## src/rtl/rcg_pkg.sv

```systemverilog
package rcg_pkg;
  localparam logic [2:0] ADR_CMD = 3'd0;
  localparam logic [2:0] ADR_CFG = 3'd1;
  localparam logic [2:0] ADR_M   = 3'd2;
  localparam logic [2:0] ADR_N   = 3'd3;
  localparam logic [2:0] ADR_D   = 3'd4;

  localparam int CFGW = 14;
  localparam int DIVW = 5;
  localparam logic [1:0] MODE_COUNTER = 2'd2;
  localparam logic [2:0] SRC_PLL      = 3'd1;

  typedef struct packed {
    logic [1:0]      mode;
    logic            spare11;
    logic [2:0]      src;
    logic [2:0]      spare7;
    logic [DIVW-1:0] div;
  } cfg_t;
endpackage

```

## src/rtl/rcg_regs.sv

```systemverilog
module rcg_regs
  import rcg_pkg::*;
#(
  parameter int MW = 8
) (
  input  logic          clk,
  input  logic          rst_n,
  input  logic          wr,
  input  logic [2:0]    addr,
  input  logic [31:0]   wdata,
  output logic [31:0]   rdata,
  input  logic          out_level,
  output logic          apply,
  output cfg_t          act_cfg,
  output logic [MW-1:0] act_m,
  output logic [MW-1:0] act_n,
  output logic [MW-1:0] act_d
);
  cfg_t          stg_cfg;
  logic [MW-1:0] stg_m, stg_n, stg_d;
  logic          pend;
  logic          open_wr;

  assign open_wr = wr && !pend;
  assign apply   = pend && !out_level;

  always_ff @(posedge clk or negedge rst_n) begin
    if (!rst_n) begin
      stg_cfg <= '0;
      stg_m   <= '0;
      stg_n   <= '0;
      stg_d   <= '0;
    end else if (open_wr) begin
      case (addr)
        ADR_CFG: stg_cfg <= cfg_t'(wdata[CFGW-1:0]);
        ADR_M:   stg_m   <= wdata[MW-1:0];
        ADR_N:   stg_n   <= wdata[MW-1:0];
        ADR_D:   stg_d   <= wdata[MW-1:0];
        default: ;
      endcase
    end
  end

  always_ff @(posedge clk or negedge rst_n) begin
    if (!rst_n) begin
      pend <= 1'b0;
    end else if (apply) begin
      pend <= 1'b0;
    end else if (wr && addr == ADR_CMD && wdata[0]) begin
      pend <= 1'b1;
    end
  end

  always_ff @(posedge clk or negedge rst_n) begin
    if (!rst_n) begin
      act_cfg <= '0;
      act_m   <= '0;
      act_n   <= '0;
      act_d   <= '0;
    end else if (apply) begin
      act_cfg <= stg_cfg;
      act_m   <= stg_m;
      act_n   <= stg_n;
      act_d   <= stg_d;
    end
  end

  always_comb begin
    case (addr)
      ADR_CMD: rdata = {31'b0, pend};
      ADR_CFG: rdata = 32'(stg_cfg);
      ADR_M:   rdata = 32'(stg_m);
      ADR_N:   rdata = 32'(stg_n);
      ADR_D:   rdata = 32'(stg_d);
      default: rdata = '0;
    endcase
  end

  // the request only retires while the output sits low
  a_r7_clear_low: assert property (@(posedge clk) disable iff (!rst_n)
    $fell(pend) |-> !$past(out_level));

  // staged values are frozen while a request is pending
  a_r8_stage_locked: assert property (@(posedge clk) disable iff (!rst_n)
    (pend && wr && addr != ADR_CMD) |=> $stable({stg_cfg, stg_m, stg_n, stg_d}));
endmodule

```

## src/rtl/rcg_halfdiv.sv

```systemverilog
module rcg_halfdiv #(
  parameter int DW = 5
) (
  input  logic          clk,
  input  logic          rst_n,
  input  logic          strobe,
  input  logic          load,
  input  logic [DW-1:0] code,
  output logic          pulse
);
  localparam int AW = DW + 1;

  logic [AW-1:0] acc;
  logic [AW-1:0] sum;
  logic [AW-1:0] limit;
  logic          bypass;
  logic          hit;

  assign bypass = (code == '0);
  assign limit  = AW'(code) + AW'(1);
  assign sum    = acc + AW'(2);
  assign hit    = strobe && (sum >= limit);
  assign pulse  = bypass ? strobe : hit;

  always_ff @(posedge clk or negedge rst_n) begin
    if (!rst_n) begin
      acc <= '0;
    end else if (load) begin
      acc <= '0;
    end else if (strobe && !bypass) begin
      acc <= hit ? (sum - limit) : sum;
    end
  end

  // the half-step accumulator never reaches the divide limit
  a_r4_acc_range: assert property (@(posedge clk) disable iff (!rst_n)
    !bypass |-> acc < limit);
endmodule

```

## src/rtl/rcg_mnd.sv

```systemverilog
module rcg_mnd #(
  parameter int MW = 8
) (
  input  logic          clk,
  input  logic          rst_n,
  input  logic          pulse,
  input  logic          load,
  input  logic          cnt_mode,
  input  logic [MW-1:0] m_val,
  input  logic [MW-1:0] n_code,
  input  logic [MW-1:0] d_code,
  output logic          out_q
);
  localparam int XW = MW + 1;

  logic [MW-1:0] n_dec;
  logic [MW-1:0] d2_dec;
  logic [MW-1:0] phase;
  logic [XW-1:0] step;
  logic [MW-1:0] phase_nx;
  logic          high_nx;

  assign n_dec  = (~n_code) + m_val;
  assign d2_dec = ~d_code;
  assign step   = XW'(phase) + XW'(m_val);

  always_comb begin
    if (step >= XW'(n_dec)) phase_nx = MW'(step - XW'(n_dec));
    else                    phase_nx = MW'(step);
  end

  assign high_nx = ({phase_nx, 1'b0} < {1'b0, d2_dec});

  always_ff @(posedge clk or negedge rst_n) begin
    if (!rst_n) begin
      phase <= '0;
      out_q <= 1'b0;
    end else if (load) begin
      phase <= '0;
    end else if (pulse) begin
      if (cnt_mode) begin
        phase <= phase_nx;
        out_q <= high_nx;
      end else begin
        out_q <= ~out_q;
      end
    end
  end

  // phase stays inside the modulus for a legal M below N
  a_r5_phase_range: assert property (@(posedge clk) disable iff (!rst_n)
    (cnt_mode && n_dec != '0 && m_val < n_dec) |-> phase < n_dec);

  // outside counter mode each pulse inverts the output
  a_r6_toggle: assert property (@(posedge clk) disable iff (!rst_n)
    (!cnt_mode && pulse && !load) |=> out_q != $past(out_q));

  // the switching edge leaves the output level untouched
  a_r7_no_glitch: assert property (@(posedge clk) disable iff (!rst_n)
    load |=> $stable(out_q));
endmodule

```

## src/rtl/rcg_root.sv

```systemverilog
module rcg_root
  import rcg_pkg::*;
#(
  parameter int MW = 8
) (
  input  logic        clk,
  input  logic        rst_n,
  input  logic        ref_en,
  input  logic        pll_en,
  input  logic        reg_wr,
  input  logic [2:0]  reg_addr,
  input  logic [31:0] reg_wdata,
  output logic [31:0] reg_rdata,
  output logic        clk_out
);
  cfg_t          act_cfg;
  logic [MW-1:0] act_m, act_n, act_d;
  logic          apply;
  logic          src_strobe;
  logic          div_pulse;
  logic          cnt_mode;

  rcg_regs #(.MW(MW)) regs_i (
    .clk(clk), .rst_n(rst_n), .wr(reg_wr), .addr(reg_addr),
    .wdata(reg_wdata), .rdata(reg_rdata), .out_level(clk_out),
    .apply(apply), .act_cfg(act_cfg), .act_m(act_m),
    .act_n(act_n), .act_d(act_d)
  );

  assign src_strobe = (act_cfg.src == SRC_PLL) ? pll_en : ref_en;
  assign cnt_mode   = (act_cfg.mode == MODE_COUNTER) && (act_n != '0);

  rcg_halfdiv #(.DW(DIVW)) div_i (
    .clk(clk), .rst_n(rst_n), .strobe(src_strobe), .load(apply),
    .code(act_cfg.div), .pulse(div_pulse)
  );

  rcg_mnd #(.MW(MW)) mnd_i (
    .clk(clk), .rst_n(rst_n), .pulse(div_pulse), .load(apply),
    .cnt_mode(cnt_mode), .m_val(act_m), .n_code(act_n),
    .d_code(act_d), .out_q(clk_out)
  );

  // unused configuration bits never read back
  a_r2_cfg_mask: assert property (@(posedge clk) disable iff (!rst_n)
    (reg_addr == ADR_CFG) |-> reg_rdata[31:CFGW] == '0);
endmodule

```

## config.mk

```make
export PLATFORM = sky130hd
export DESIGN_NAME = rcg_root
export DESIGN_NICKNAME = d
export VERILOG_FILES = /design/src/rtl/rcg_pkg.sv /design/src/rtl/rcg_regs.sv /design/src/rtl/rcg_halfdiv.sv /design/src/rtl/rcg_mnd.sv /design/src/rtl/rcg_root.sv
export SDC_FILE = /design/constraint.sdc
export NUM_CORES = 1
export LEC_CHECK = 0
export BUFFER_PORTS_ARGS = -buffer_cell sky130_fd_sc_hd__buf_4
export CORE_MARGIN = 1.5
export CORE_UTILIZATION = 60
export DETAILED_ROUTE_END_ITERATION = 10
export MAX_ROUTING_LAYER = met4
export PLACE_DENSITY = 0.95
export SETUP_SLACK_MARGIN = 0.3
export SLEW_MARGIN = 20
export SYNTH_ARGS = -nofsm -noshare
export SYNTH_HDL_FRONTEND = slang
export SYNTH_SLANG_ARGS = --single-unit
```

## constraint.sdc

```tcl
create_clock -name clk -period 6.35 [get_ports clk]
set_input_delay 0.635 -clock clk [delete_from_list [all_inputs] [get_ports clk]]
set_output_delay 0.635 -clock clk [all_outputs]
set_load 0.01 [all_outputs]
```

# == Yosys cells after proc, flatten, opt, wreduce, memory -nomap -nowiden ==
# Index checks and enable logic that the tools add are counted.
# word_totals
ff_bits,88
latchBits,0
mem_bits_rw,0
rom_bits,0
input_bits,40
out_inout_bits,33
wordCells,73
mem_count,0
# classes
addsub,6
mul,0
div_mod_pow,0
n_lt_le_gt_ge,3
n_eq_ne,6
shift,0
mux,13
bitwise_logic,4
reduce_logical,23
# ops
cell,count
case mux 14 bit (5 select lines),1
2-to-1 mux 8 bit,4
2-to-1 mux 6 bit,3
inverter 8 bit,2
AND reduction 2 bit,6
adder 8 x 8 -> 9 bit,1
>= comparator 9 x 8 -> 1 bit,1
< comparator 9 x 8 -> 1 bit,1
adder 8 bit,1
nonzero test 2 bit,4
nonzero test 8 bit,1
subtractor 8 bit,1
logical AND 1 bit,7
"adder 5 x 1 -> 6 bit, second input constant",1
"adder 6 x 2 -> 6 bit, second input constant",1
"equality test 3 x 1 -> 1 bit, second input constant",2
"equality test 3 x 2 -> 1 bit, second input constant",2
>= comparator 6 bit,1
subtractor 6 bit,1
zero test 5 bit,1
2-to-1 mux 1 bit,5
"equality test 3 bit, second input constant",1
zero test 1 bit,3
zero test 3 bit,1
other kinds (2),3

# == Longest topological paths before layout ==
# logic_depth
depth_word,7
ltp_mapped,21
ltp_nobuf,21

# == By module ==
# From an unflattened synthesis, not the netlist that was laid out.
# hier_totals
cells_unflattened,506
hier_area_um2,5776.8
# modules_own_cells
mod,instances,cells_each,area_each_um2,seq_area_each_um2
rcg_regs,1,232,3404.5,1926.8
rcg_mnd,1,182,1572.8,225.2
rcg_halfdiv,1,86,748.2,150.1
rcg_root,1,6,51.3,0.0

# == Worst setup path before layout ==
# OpenSTA, ideal clock, no wires.
# synth_timing
kind,register -> register
startpoint,reg regs_i.act_m[0]
endpoint,reg mnd_i.out_q
setup_time_ns,0.082
arrival_time_ns,4.155
required_time_ns,6.268
setup_slack_ns,2.113
stages_incl_launch_ff,21
n_path_buf,0
synth_period_minus_slack_ns,4.237
path_cell_list,dfrtp_1 > ha_1 > fa_1 > a21o_1 > a21oi_1 > o21bai_1 > a21oi_1 > xor2_1 > ha_1 > nand4_1 > a21oi_2 > o31ai_4 > nand2_4 > mux2_4 > ha_1 > a211oi_1 > o21ai_0 > o211ai_1 > a21oi_1 > or4b_1 > o22ai_1
# synth_between
elab_chain_cells,5
# synth_lines
item,line_no,text
start: declaration,rcg_regs.sv:15,"output logic [MW-1:0] act_m,"
start signal: assignment,rcg_regs.sv:62,act_m <= stg_m;
adder 8 x 8 -> 9 bit or adder 8 bit (tied branches),"rcg_mnd.sv:25, rcg_mnd.sv:23",
subtractor 8 bit or >= comparator 9 x 8 -> 1 bit (tied branches),rcg_mnd.sv:28,if (step >= XW'(n_dec)) phase_nx = MW'(step - XW'(n_dec));
2-to-1 mux 8 bit *,rcg_mnd.sv:28,
< comparator 9 x 8 -> 1 bit *,rcg_mnd.sv:32,"assign high_nx = ({phase_nx, 1'b0} < {1'b0, d2_dec});"
2-to-1 mux 1 bit *,rcg_mnd.sv:41,if (cnt_mode) begin
end signal: assignment,rcg_mnd.sv:43,out_q <= high_nx;
end signal: assignment,rcg_mnd.sv:45,out_q <= ~out_q;
end: declaration,rcg_mnd.sv:12,output logic out_q
# Mark *: on every way between the ends. The rest lies on a longest branch, timed or not.
# A chain may end at the register's enable or synchronous reset.

# == Worst setup path after layout ==
# Ends and elaborated chain as after synthesis.

==> run metrics <==
status=finished, final reports clean; CTS tree=yes; core area=8763 um2; clock skew=9.137 ps; min Tclk post-route=5013 ps; leading area contributor after synthesis=dfrtp_1; Clock Latency Late Sink=370 ps; initial cell density of the core=0.6226; Worst path slowest cell=or4b_1; met3 Use GR=0.03508; synth top area cells=dfrtp_1 (40%), ha_1 (8.9%), mux2_2 (8.3%); I/O Buffers=36; CP Launch Type=flop; Seq/Total Area, Yosys=0.4036; number of synthesized flops with an enable pin=0; boundary pin count=73; final wirelength=13040 um; Post-Syn Area per Cell=10.03 um2; Die Wd=98.37 um; Setup crit end kind=flop; GR peak layer=met2; Worst Path Max Fanout=8; CTS H-tree lvls=3; DRT Pass-1 Iters=4; GR Util met1=0.3586; final count of pins violating max slew=0; Worst EP required=6630 ps; clock buffer depth=2; post-CTS resize count=0; Filler Cell Count=588; Reg area=2202 um2; Synth Register Bits=88; layout cells sized above 1=0.1997; synth unique cells=66; share of the synthesized area in the top cell type=0.4036; worst path cell trace=ha_1 > fa_1 > a21o_1 > a21oi_1 > o21bai_1 > a21oi_1 > xor2_1 > ha_1 > nand4_1 > o21ai_1 > a41oi_4 > and2_4 > o21ai_1 > ha_1 > a211oi_1 > o21ai_0 > o211ai_1 > a21oi_1 > or4b_1 > o22ai_1; Root Driver=clkbuf_8; post-synthesis async set-or-reset flop share=1.000; via count=4271; net count of the finished layout=659; CTS Hold Bufs=0; hpwl dp=9289 um; Worst Setup SP=regs_i.act_m[0]$_DFFE_PN0P_; Slew @ Worst Pin=846.9 ps; die area=9676 um2; DRC=0; ys flop type=dfrtp_1; R2R cell count=20; Worst R2R Start=regs_i.act_m[0]$_DFFE_PN0P_; Tightest Hold Check Type=input pin to asynchronous set/reset pin; postcts setup bufs=0; Final period util=0.7894; Routed Antenna Nets=0; area grow syn2layout=8.576%; initial antenna violation count=0; CTS clk-pin slew, worst paths=90 ps; drt via density=6.199; RSZ-0062 raised after global routing=no; largest net degree at the start of global routing=89; GRT Util Overall=0.2885; first-pass GRT wire length=21550 um; M2 GR Usage=0.4779; grt ovf=0; max_cap viols=0; gpl congestion=0.8865; crit path to=mnd_i.out_q$_DFFE_PN0P_; post-synthesis instance area=5456 um2; # diodes=0; endpoints failing setup=0; Worst EP arrival=5300 ps; vias in the first global route=4388; wire per inst=18.93 um; Starting DRT DRC Count=367; Layout Cells excl Fill=689; type of the worst setup path=flop to flop; number of buffers created by CTS=9; FF-to-FF setup slack=1340 ps; Crit path largest cell delay=480 ps; max frequency=199.5 MHz; Multi-input gate area=3044 um2; Die Ht=98.37 um; Mapped Cells=544; Syn. warnings=0; Fin. Hold Viols=0; relative slew slack=0.4330; Reg-to-Reg End=mnd_i.out_q$_DFFE_PN0P_; DP Cell Count=673; total negative slack=0 ps; Sink Count=88; row count=34
-- critical path: cells and delay by family (launching register included) --
family	cells	cell delay, ps
XOR/XNOR	1	210
AO/OA/AOI/OAI	12	2100
adder cells (fa/ha/maj)	4	1310
flip-flops	1	420
AND/OR/NAND/NOR	3	890
-- cell usage in the layout (no fill, tap or decap), types with 8 or more instances in the layout --
master / instances
nand2_1: 92
a21oi_1: 20
buf_4: 36
mux2_2: 40
o21ai_0: 18
clkbuf_8: 9
xnor2_1: 12
xor2_1: 10
conb_1: 18
a22o_1: 8
dfrtp_1: 88
a22oi_1: 9
nand3_1: 15
ha_1: 39
o22ai_1: 9
nor2_1: 13
mux2i_1: 10
inv_1: 22
-- cells in the mapped netlist, types with 3 or more instances --
library cell,count
nand2_1,92
dfrtp_1,88
mux2_2,40
ha_1,39
inv_1,22
a21oi_1,20
buf_4,18
o21ai_0,18
nand3_1,15
nor2_1,13
xnor2_1,12
mux2i_1,10
xor2_1,10
a22oi_1,9
clkbuf_1,9
o22ai_1,9
a22o_1,8
nand2b_1,8
a211oi_1,6
a21o_1,6
and2_1,6
nor2b_1,6
o211ai_1,5
a21oi_2,4
buf_2,4
fa_1,4
nor3_1,4
nor4_1,4
o21ai_1,4
o21a_1,3
o31ai_1,3
-- registers in the layout, indices dropped and copies added (netlist names) --
name            cells
regs_i.stg_cfg     14
regs_i.act_cfg     10
mnd_i.phase         8
regs_i.act_d        8
regs_i.act_m        8
regs_i.act_n        8
regs_i.stg_d        8
regs_i.stg_m        8
regs_i.stg_n        8
div_i.acc           6
mnd_i.out_q         1
regs_i.pend         1
-- final cells by class --
cell class | count | share of cell area
clock buffer | 9 | 0.02091
clock inverter | 7 | 0.009293
inverter | 22 | 0.01394
multi-input combinational | 418 | 0.5138
sequential | 88 | 0.3717
tap | 108 | 0.02281
timing repair buffer | 37 | 0.04752
-- worst min-delay path by stage --
stage                     slack, ps                            end                     startpoint  cells past startpoint
after floorplan                 340       div_i.acc[0]$_DFFE_PN0P_                          rst_n                      0
after global placement          450  regs_i.act_cfg[8]$_DFFE_PN0P_  regs_i.act_cfg[8]$_DFFE_PN0P_                      2
after detailed placement        460  regs_i.act_cfg[8]$_DFFE_PN0P_  regs_i.act_cfg[8]$_DFFE_PN0P_                      2
after CTS                       480  regs_i.act_cfg[8]$_DFFE_PN0P_  regs_i.act_cfg[8]$_DFFE_PN0P_                      2
after global routing            390  regs_i.stg_cfg[1]$_DFFE_PN0P_                          rst_n                      1
final                           330  regs_i.stg_cfg[2]$_DFFE_PN0P_                          rst_n                      1
-- cells by family after synthesis --
family | count (synthesis) | synth area share
other | 1 | 0.0006873
DFF | 88 | 0.4036
AOI/OAI and AO/OA | 113 | 0.1488
and+or+nand+nor | 170 | 0.1500
xor gates and xnor gates | 22 | 0.03531
muxes | 52 | 0.1064
adders and majority gates | 43 | 0.1041
buffers and inverters | 55 | 0.05114
-- routing by layer --
layer  share of wire  vias up  wire length (um)
li1                -     1975                 -
met1            0.41     2091              5371
met2            0.51      178              6637
met3           0.058       27               750
met4           0.022        0               281
met5               0        -                 0
-- per-stage QoR --
step / hold slack (ps) / instance area, um2 / setup WS [ps] / utilization
detailed placement: 460.6 / 5739 / 1450 / 0.6549
global placement: 451.5 / 5739 / 1666 / 0.6549
CTS: 482.5 / 5918 / 1384 / 0.6753
finish: 330.3 / 5924 / 1337 / 0.6760
floorplan: 339.4 / 5520 / 2113 / -
global route: 394.4 / 5924 / 1062 / 0.6760
Power is left out: the tool's default activity adds up to more than one toggle a clock period on the data nets, which glitch-free logic cannot reach.
